## src/rtl/startup_seq_pkg.sv

```systemverilog
package startup_seq_pkg;

    typedef enum logic [2:0] {
        SU_OFF       = 3'd0,
        SU_DELAY     = 3'd1,
        SU_WAIT_BO   = 3'd2,
        SU_SOFTSTART = 3'd3,
        SU_RUN       = 3'd4
    } su_state_e;

    typedef struct packed {
        su_state_e state;
    } su_fsm_t;

    typedef struct packed {
        logic sink;
    } su_sink_t;

endpackage

```

## src/rtl/su_delay_timer.sv

```systemverilog
module su_delay_timer #(
    parameter int HAS_DELAY    = 1,
    parameter int DELAY_CYCLES = 12_000_000
) (
    input  logic clk,
    input  logic rst_n,
    input  logic run,
    output logic done
);
    localparam int DW = (DELAY_CYCLES > 1) ? $clog2(DELAY_CYCLES + 1) : 1;
    localparam logic [DW-1:0] LAST = DW'(DELAY_CYCLES - 1);

    generate
        if (HAS_DELAY != 0) begin : g_timer
            typedef struct packed {
                logic [DW-1:0] cnt;
            } tmr_t;

            tmr_t tmr_d, tmr_q;

            always_comb begin
                tmr_d = tmr_q;
                if (run && (tmr_q.cnt != LAST)) begin
                    tmr_d.cnt = tmr_q.cnt + 1'b1;
                end else begin
                    tmr_d.cnt = '0;
                end
            end

            always_ff @(posedge clk or negedge rst_n) begin
                if (!rst_n) begin
                    tmr_q <= '0;
                end else begin
                    tmr_q <= tmr_d;
                end
            end

            assign done = run && (tmr_q.cnt == LAST);
        end else begin : g_no_timer
            logic unused_run;
            assign unused_run = run;
            assign done = 1'b1;
        end
    endgenerate
endmodule

```

## src/rtl/su_fsm.sv

```systemverilog
module su_fsm
    import startup_seq_pkg::*;
#(
    parameter int HAS_DELAY = 1
) (
    input  logic      clk,
    input  logic      rst_n,
    input  logic      vcc_ok,
    input  logic      bo_ok,
    input  logic      ss_done,
    input  logic      dly_done,
    output su_state_e state_q,
    output logic      dly_run
);
    su_fsm_t fsm_d, fsm_q;

    // Where a finished or skipped wait leads, set by the line-sense level.
    function automatic su_state_e after_wait(input logic bo);
        return bo ? SU_SOFTSTART : SU_WAIT_BO;
    endfunction

    always_comb begin
        fsm_d = fsm_q;
        if (!vcc_ok) begin
            fsm_d.state = SU_OFF;
        end else begin
            unique case (fsm_q.state)
                SU_OFF: begin
                    if (HAS_DELAY != 0) begin
                        fsm_d.state = SU_DELAY;
                    end else begin
                        fsm_d.state = after_wait(bo_ok);
                    end
                end
                SU_DELAY: begin
                    if (dly_done) begin
                        fsm_d.state = after_wait(bo_ok);
                    end
                end
                SU_WAIT_BO: begin
                    if (bo_ok) begin
                        fsm_d.state = SU_SOFTSTART;
                    end
                end
                SU_SOFTSTART: begin
                    if (!bo_ok) begin
                        fsm_d.state = SU_WAIT_BO;
                    end else if (ss_done) begin
                        fsm_d.state = SU_RUN;
                    end
                end
                SU_RUN: begin
                    if (!bo_ok) begin
                        fsm_d.state = SU_WAIT_BO;
                    end
                end
                default: fsm_d.state = SU_OFF;
            endcase
        end
    end

    always_ff @(posedge clk or negedge rst_n) begin
        if (!rst_n) begin
            fsm_q.state <= SU_OFF;
        end else begin
            fsm_q <= fsm_d;
        end
    end

    assign state_q = fsm_q.state;
    assign dly_run = (fsm_q.state == SU_DELAY);
endmodule

```

## src/rtl/su_outputs.sv

```systemverilog
module su_outputs
    import startup_seq_pkg::*;
(
    input  logic      clk,
    input  logic      rst_n,
    input  su_state_e state_q,
    input  logic      vcc_ok,
    input  logic      bo_ok,
    output logic      ss_clamp,
    output logic      sw_en,
    output logic      steady,
    output logic      bo_sink_en
);
    su_sink_t snk_d, snk_q;

    always_comb begin
        snk_d      = snk_q;
        snk_d.sink = vcc_ok && !bo_ok;
    end

    always_ff @(posedge clk or negedge rst_n) begin
        if (!rst_n) begin
            snk_q <= '0;
        end else begin
            snk_q <= snk_d;
        end
    end

    always_comb begin
        sw_en  = (state_q == SU_SOFTSTART) || (state_q == SU_RUN);
        steady = (state_q == SU_RUN);
    end

    assign ss_clamp   = !sw_en;
    assign bo_sink_en = snk_q.sink;
endmodule

```

## src/rtl/startup_sequencer.sv

```systemverilog
module startup_sequencer
    import startup_seq_pkg::*;
#(
    parameter int HAS_DELAY    = 1,
    parameter int DELAY_CYCLES = 12_000_000
) (
    input  logic clk,
    input  logic rst_n,
    input  logic vcc_ok,
    input  logic bo_ok,
    input  logic ss_done,
    output logic ss_clamp,
    output logic sw_en,
    output logic steady,
    output logic bo_sink_en
);
    su_state_e state_q;
    logic      dly_run;
    logic      dly_done;

    su_delay_timer #(
        .HAS_DELAY   (HAS_DELAY),
        .DELAY_CYCLES(DELAY_CYCLES)
    ) u_timer (
        .clk  (clk),
        .rst_n(rst_n),
        .run  (dly_run),
        .done (dly_done)
    );

    su_fsm #(
        .HAS_DELAY(HAS_DELAY)
    ) u_fsm (
        .clk     (clk),
        .rst_n   (rst_n),
        .vcc_ok  (vcc_ok),
        .bo_ok   (bo_ok),
        .ss_done (ss_done),
        .dly_done(dly_done),
        .state_q (state_q),
        .dly_run (dly_run)
    );

    su_outputs u_out (
        .clk       (clk),
        .rst_n     (rst_n),
        .state_q   (state_q),
        .vcc_ok    (vcc_ok),
        .bo_ok     (bo_ok),
        .ss_clamp  (ss_clamp),
        .sw_en     (sw_en),
        .steady    (steady),
        .bo_sink_en(bo_sink_en)
    );
endmodule

```

## config.mk

```make
export PLATFORM = sky130hd
export DESIGN_NAME = startup_sequencer
export DESIGN_NICKNAME = d
export VERILOG_FILES = /design/src/rtl/startup_seq_pkg.sv /design/src/rtl/su_delay_timer.sv /design/src/rtl/su_fsm.sv /design/src/rtl/su_outputs.sv /design/src/rtl/startup_sequencer.sv
export SDC_FILE = /design/constraint.sdc
export NUM_CORES = 1
export LEC_CHECK = 0
export ABC_AREA = 1
export BUFFER_PORTS_ARGS = -buffer_cell sky130_fd_sc_hd__buf_2
export CORE_AREA = 2 2 56 58
export CTS_BUF_LIST = sky130_fd_sc_hd__clkbuf_2
export CTS_CLUSTER_DIAMETER = 50
export CTS_CLUSTER_SIZE = 20
export DETAILED_ROUTE_END_ITERATION = 12
export DIE_AREA = 0 0 58 60
export GPL_TIMING_DRIVEN = 0
export PLACE_DENSITY = 0.76
export SYNTH_ARGS = -nofsm -noshare
export SYNTH_HDL_FRONTEND = slang
export SYNTH_SLANG_ARGS = --single-unit
```

## constraint.sdc

```tcl
create_clock -name clk -period 2.3 [get_ports clk]
set_input_delay 0.115 -clock clk [delete_from_list [all_inputs] [get_ports clk]]
set_output_delay 0.115 -clock clk [all_outputs]
set_load 0.02 [all_outputs]
```

; Word-level counts from Yosys, hierarchy flattened
; Index checks and enable logic that the tools add are counted.
[word_totals]
register_bits = 28
[op_classes]
n_addsub = 1
eq_ne = 10
muxes = 9
n_reduce_logical = 8
[ops]
columns = cell, n
row1 = "adder 24 x 1 -> 24 bit, second input constant", 1
row2 = "equality test 24 bit, second input constant", 1
row3 = two-way mux 24 bit, 1
row4 = "!= test 24 bit, second input constant", 1
row5 = two-way mux 3 bit, 6
row6 = case mux 3 bit (5 select lines), 1
row7 = "!= test 3 bit, second input constant", 3
row8 = "equality test 3 x 2 -> 1 bit, second input constant", 2
row9 = "!= test 4 bit, second input constant", 1
row10 = AND reduction 4 bit, 1
row11 = "equality test 3 x 1 -> 1 bit, second input constant", 1
row12 = "equality test 3 bit, second input constant", 1
row13 = logical AND 1 bit, 3
row14 = logical NOT 3 bit, 1
row15 = logical NOT 1 bit, 2
row16 = logical OR 1 bit, 1
row17 = two-way mux 1 bit, 1

; Logic depth before layout (Yosys ltp)
[depth]
ltp_word = 5
mapped_depth = 10

; By module
; A second synthesis with hierarchy kept.
[hier_totals]
cells_unflattened = 261
hier_area_um2 = 1799.2
[by_module_without_submodules]
columns = module, n_inst, cells_per_inst, area_each_um2, seq_area_each_um2
row1 = su_delay_timer, 1, 202, 1455.1, 600.6
row2 = su_fsm, 1, 46, 271.5, 75.1
row3 = su_outputs, 1, 13, 72.6, 25.0

; Least setup slack after synthesis
; Ideal clock, no wire load.
[synth_timing]
path_kind = reg2reg
start = register u_timer.g_timer.tmr_q[0] (netlist name)
end = register u_timer.g_timer.tmr_q[11] (netlist name)
setup_ps = 119
t_arrival_ps = 1356
required_time_ps = 2181
slack_ps = 825
path_stages_with_launch = 8
path_buffers = 1
period_less_slack_ps = 1475
path_cell_list = dfrtp_1 -> ha_1 -> nand3_2 -> nor2_4 -> nand3_2 -> nand2_4 -> buf_8 -> nor2_2
[synth_rtl]
columns = item, line
row1 = from (decl), su_delay_timer.sv:19  ; tmr_t tmr_d, tmr_q;
row2 = from (signal assigned), su_delay_timer.sv:34  ; tmr_q <= tmr_d;

; Worst setup path after layout
[layout_timing]
start = register u_fsm.fsm_q, in the netlist u_fsm.state_q[0]
end = output port ss_clamp
[layout_between]
elab_chain_cells = 3
elab_cells_between_ends = 4
[layout_rtl]
columns = item, line
row1 = from (decl), su_fsm.sv:15  ; su_fsm_t fsm_d, fsm_q;
row2 = from (signal assigned), su_fsm.sv:66  ; fsm_q <= fsm_d;
row3 = equality test 3 x 2 -> 1 bit or equality test 3 bit (tied branches), su_outputs.sv:30  ; sw_en = (state_q == SU_SOFTSTART) || (state_q == SU_RUN);
row4 = logical OR 1 bit *, su_outputs.sv:30
row5 = logical NOT 1 bit *, su_outputs.sv:34  ; assign ss_clamp = !sw_en;
row6 = to (decl), startup_sequencer.sv:12  ; output logic ss_clamp,
; Mark *: on every way between the ends. The rest lies on a longest branch, timed or not.

==> results by group <==
Route
  – DR WL/cell: 11.27 um
  – Detailed Route Iter0 Violations: 96
  – Antenna Violating Nets Remaining: 0
  – Residual DRC count: 0
  – Pre-Repair DR Iteration Count: 4
  – Routed vias/inst: 5.124
  – Vias: 1409
  – Routed WL: 3.100 mm

Hold path
  – Worst Hold Class: in2reg
  – Min-delay src: vcc_ok
  – Worst hold path depth: 5
  – Min-Delay Endpoint: u_fsm.state_q[2]$_DFFE_PN0P_

Cells and area
  – # fillers: 279
  – Post-route cell area: 1824 um^2
  – Area delta synth->final: 10.04%
  – Antenna diode count: 0
  – Final net count: 249
  – Commonest non-fill, non-tap cells in the layout: nand2_1 (57), nor2_1 (44), dfrtp_1 (28), inv_1 (27), nor2_2 (11)
  – FF+latch area: 700.7 um^2
  – Share of layout cells above drive strength 1: 15.70%
  – Commonest non-fill, non-tap cell in the layout: nand2_1
  – Area of the multi-input gates: 837.1 um^2

Clocking
  – Clock Path Buffers: 2
  – CTS tree: yes
  – CTS resizes: 0
  – Skew-Pair Late Insertion Delay: 0.37 ns
  – Root buffer cell: clkbuf_2
  – H-Tree Depth: 1
  – Clock-pin slew on the worst setup and hold paths: 0.26 ns
  – CTS Buf Count: 3
  – CTS Sinks: 28

Worst setup path
  – Crit Path Max Fanout: 4
  – WP data arrival: 1.59 ns
  – Reg-to-reg endpoint: u_timer.g_timer.tmr_q[17]$_DFF_PN0_
  – Worst reg2reg setup slack: 0.60 ns
  – Setup Crit Path Kind: reg2out
  – Critical path launch point type: flop
  – Critical path required time: 2.18 ns
  – Critical Path End Type: primary output
  – FF-to-FF Start: u_timer.g_timer.tmr_q[0]$_DFF_PN0_
  – FF-to-FF path depth: 7

Power
  – Cell Int Power: 0.7778 mW
  – Sw frac: 33.70%
  – Leakage: 0.8221 nW
  – Switching pwr: 0.3953 mW
  – Maximum vdd drop: 0.5260 mV
  – Clock Power Share: 25.5%
  – Seq pwr share: 47.7%
  – PwrDens: 643.1 nW/um^2
  – Logic pwr share: 26.9%

GRT
  – Grt met1 use: 26.54%
  – Tot GR Track Use: 20.48%
  – Largest net degree at the start of global routing: 29
  – First-pass GRT wire length: 5.430 mm
  – Initial antenna violation count: 0
  – Total grt overflow: 0
  – Vias in the first global route: 1286
  – GR Util met2: 33.93%
  – Grt met3 use: 2.597%
  – Busiest grt layer: met2

Timing
  – Slew margin rel.: 58.53%
  – Tightest hold margin: 0.08346 ns
  – Final slew viol count: 0
  – Max frequency: 587.6 MHz
  – RSZ-0062 raised after global routing: no
  – Setup violations, final: 0
  – Worst Tran Pin Value: 0.6220 ns
  – Worst setup margin: 0.5981 ns
  – Fin. Hold Viols: 0
  – Period Utilization, post-route: 73.99%
  – Tmin final: 1.702 ns
  – Worst Skew: 0.005439 ns
  – Setup TNS: 0 ns

Placement
  – Placed Area: 1739 um^2
  – Post-DP HPWL: 2.320 mm
  – Place WS: 0.6161 ns
  – Number of port buffers: 8
  – Gpl congestion: 0.8607

Job
  – Maxcap violations: 0

Logic synthesis
  – Post-synthesis cell count: 226
  – Seq cells post-synth: 28
  – Main combinational cell family by area after synthesis: simple AND/OR/NAND/NOR gates
  – Distinct cells, synth: 25
  – Post-Synth Simple-Gate Area: 42.87%
  – Synth warn: 0
  – Post-Syn Nets: 232
  – Mux cell area share after synthesis: 0%
  – Mean post-synth cell area: 7.336 um^2
  – Post-Synth XOR/XNOR Area: 3.698%
  – Synth Cell Area: 1658 um^2
  – Register area share after synthesis: 42.26%
  – Adder-cell area share of the yosys netlist: 0.7547%
  – Synth Area in Compound Gates: 3.170%

Floorplanning
  – Row cnt: 20
  – Die area: 3480 um^2
  – Die Ht: 60 um
  – Die width: 58 um
  – Core area: 2903 um^2
  – Initial Util: 57.11%
  – # IOs: 9

Status
  – Status: finished clean
-- per-layer routing --
metal	part of all wire, %	vias to the layer above
met5	0	-
met4	1.5	0
met3	2.4	7
met2	48	24
met1	48	642
li1	-	736
-- synthesized netlist by cell type --
cell | number | area, um^2
a21oi_1 | 6 | 30.03
nand4_1 | 2 | 12.51
buf_8 | 1 | 15.01
nor3_1 | 9 | 45.04
inv_1 | 27 | 101.4
o21a_1 | 1 | 7.510
o21ai_1 | 1 | 5.000
inv_2 | 1 | 3.750
xnor2_1 | 4 | 35.03
nor3_2 | 1 | 10.01
nor4_1 | 1 | 6.260
dfrtp_1 | 28 | 700.7
nor2_2 | 11 | 68.82
nand3_1 | 9 | 45.04
nand2_1 | 57 | 214.0
nor2_4 | 2 | 22.52
ha_1 | 1 | 12.51
nand3b_1 | 2 | 15.01
nand2_2 | 5 | 31.28
nor2_1 | 44 | 165.2
o21ai_0 | 2 | 10.01
nand3_2 | 3 | 30.03
nor3b_1 | 3 | 22.52
xor2_1 | 3 | 26.28
nand2_4 | 2 | 22.52
-- power groups by stage --
stage | clock network [mW] | logic, mW | registers, mW
finish | 0.299 | 0.315 | 0.559
global route | 0.323 | 0.354 | 0.565
CTS | 0.311 | 0.319 | 0.560
detailed placement | 0 | 0.312 | 0.568
global placement | 0 | 0.310 | 0.567
floorplan | 0 | 0.242 | 0.562
-- repair_timing --
item | in CTS | in global routing
hold endpoints to repair | 30 | 0
hold buffers | 4 | 0
buffers inserted | 0 | 0
-- per-stage QoR --
| stage | cells | power [mW] | util [%] |
|---|---|---|---|
| 2_1_floorplan | 226 | 0.8039 | - |
| 5_1_grt | 275 | 1.242 | 62.84 |
| 6_report | 275 | 1.173 | 62.84 |
| 4_1_cts | 275 | 1.189 | 62.84 |
| 3_5_place_dp | 267 | 0.8801 | 59.91 |
| 3_3_place_gp | 267 | 0.8775 | 59.91 |
-- state kept, by name, indices dropped and copies added (netlist names) --
name                   cells
u_out.bo_sink_en           1
u_timer.g_timer.tmr_q     24
u_fsm.state_q              3
-- final cells by class --
type                            count  area share [%]
Clock inverter                      1           1.646
Clock buffer                        3          0.8230
Sequential cell                    28           38.41
Tap cell                           33           2.263
Buffer                              1          0.8230
Timing Repair Buffer               12           4.390
Multi-Input combinational cell    169           45.88
Inverter                           28           5.761
-- cells by family after synthesis --
kind of cell               Yosys count
adders and majority gates            1
AOI/OAI and AO/OA                   10
xor gates and xnor gates             7
buffers and inverters               29
DFF                                 28
and+or+nand+nor                    151
-- how the worst max path moves through the flow --
stage	startpoint	end	slack, ns	depth (start not counted)
after floorplan	u_timer.g_timer.tmr_q[0]$_DFF_PN0_	u_timer.g_timer.tmr_q[11]$_DFF_PN0_	0.83	7
after global placement	u_timer.g_timer.tmr_q[0]$_DFF_PN0_	u_timer.g_timer.tmr_q[17]$_DFF_PN0_	0.63	7
after detailed placement	u_timer.g_timer.tmr_q[0]$_DFF_PN0_	u_timer.g_timer.tmr_q[21]$_DFF_PN0_	0.62	7
after CTS	u_timer.g_timer.tmr_q[0]$_DFF_PN0_	u_timer.g_timer.tmr_q[17]$_DFF_PN0_	0.57	7
after global routing	u_fsm.state_q[0]$_DFFE_PN0P_	ss_clamp	0.47	7
final	u_fsm.state_q[0]$_DFFE_PN0P_	ss_clamp	0.60	7
-- critical path, stage by stage, from the launching register on --
cell	delay, ns
dfrtp_1	0.47
inv_1	0.13
nand2_1	0.10
nor2_1	0.16
inv_1	0.08
nand2_1	0.07
inv_1	0.05
buf_2	0.15
Power figures use the tool's default switching activity.
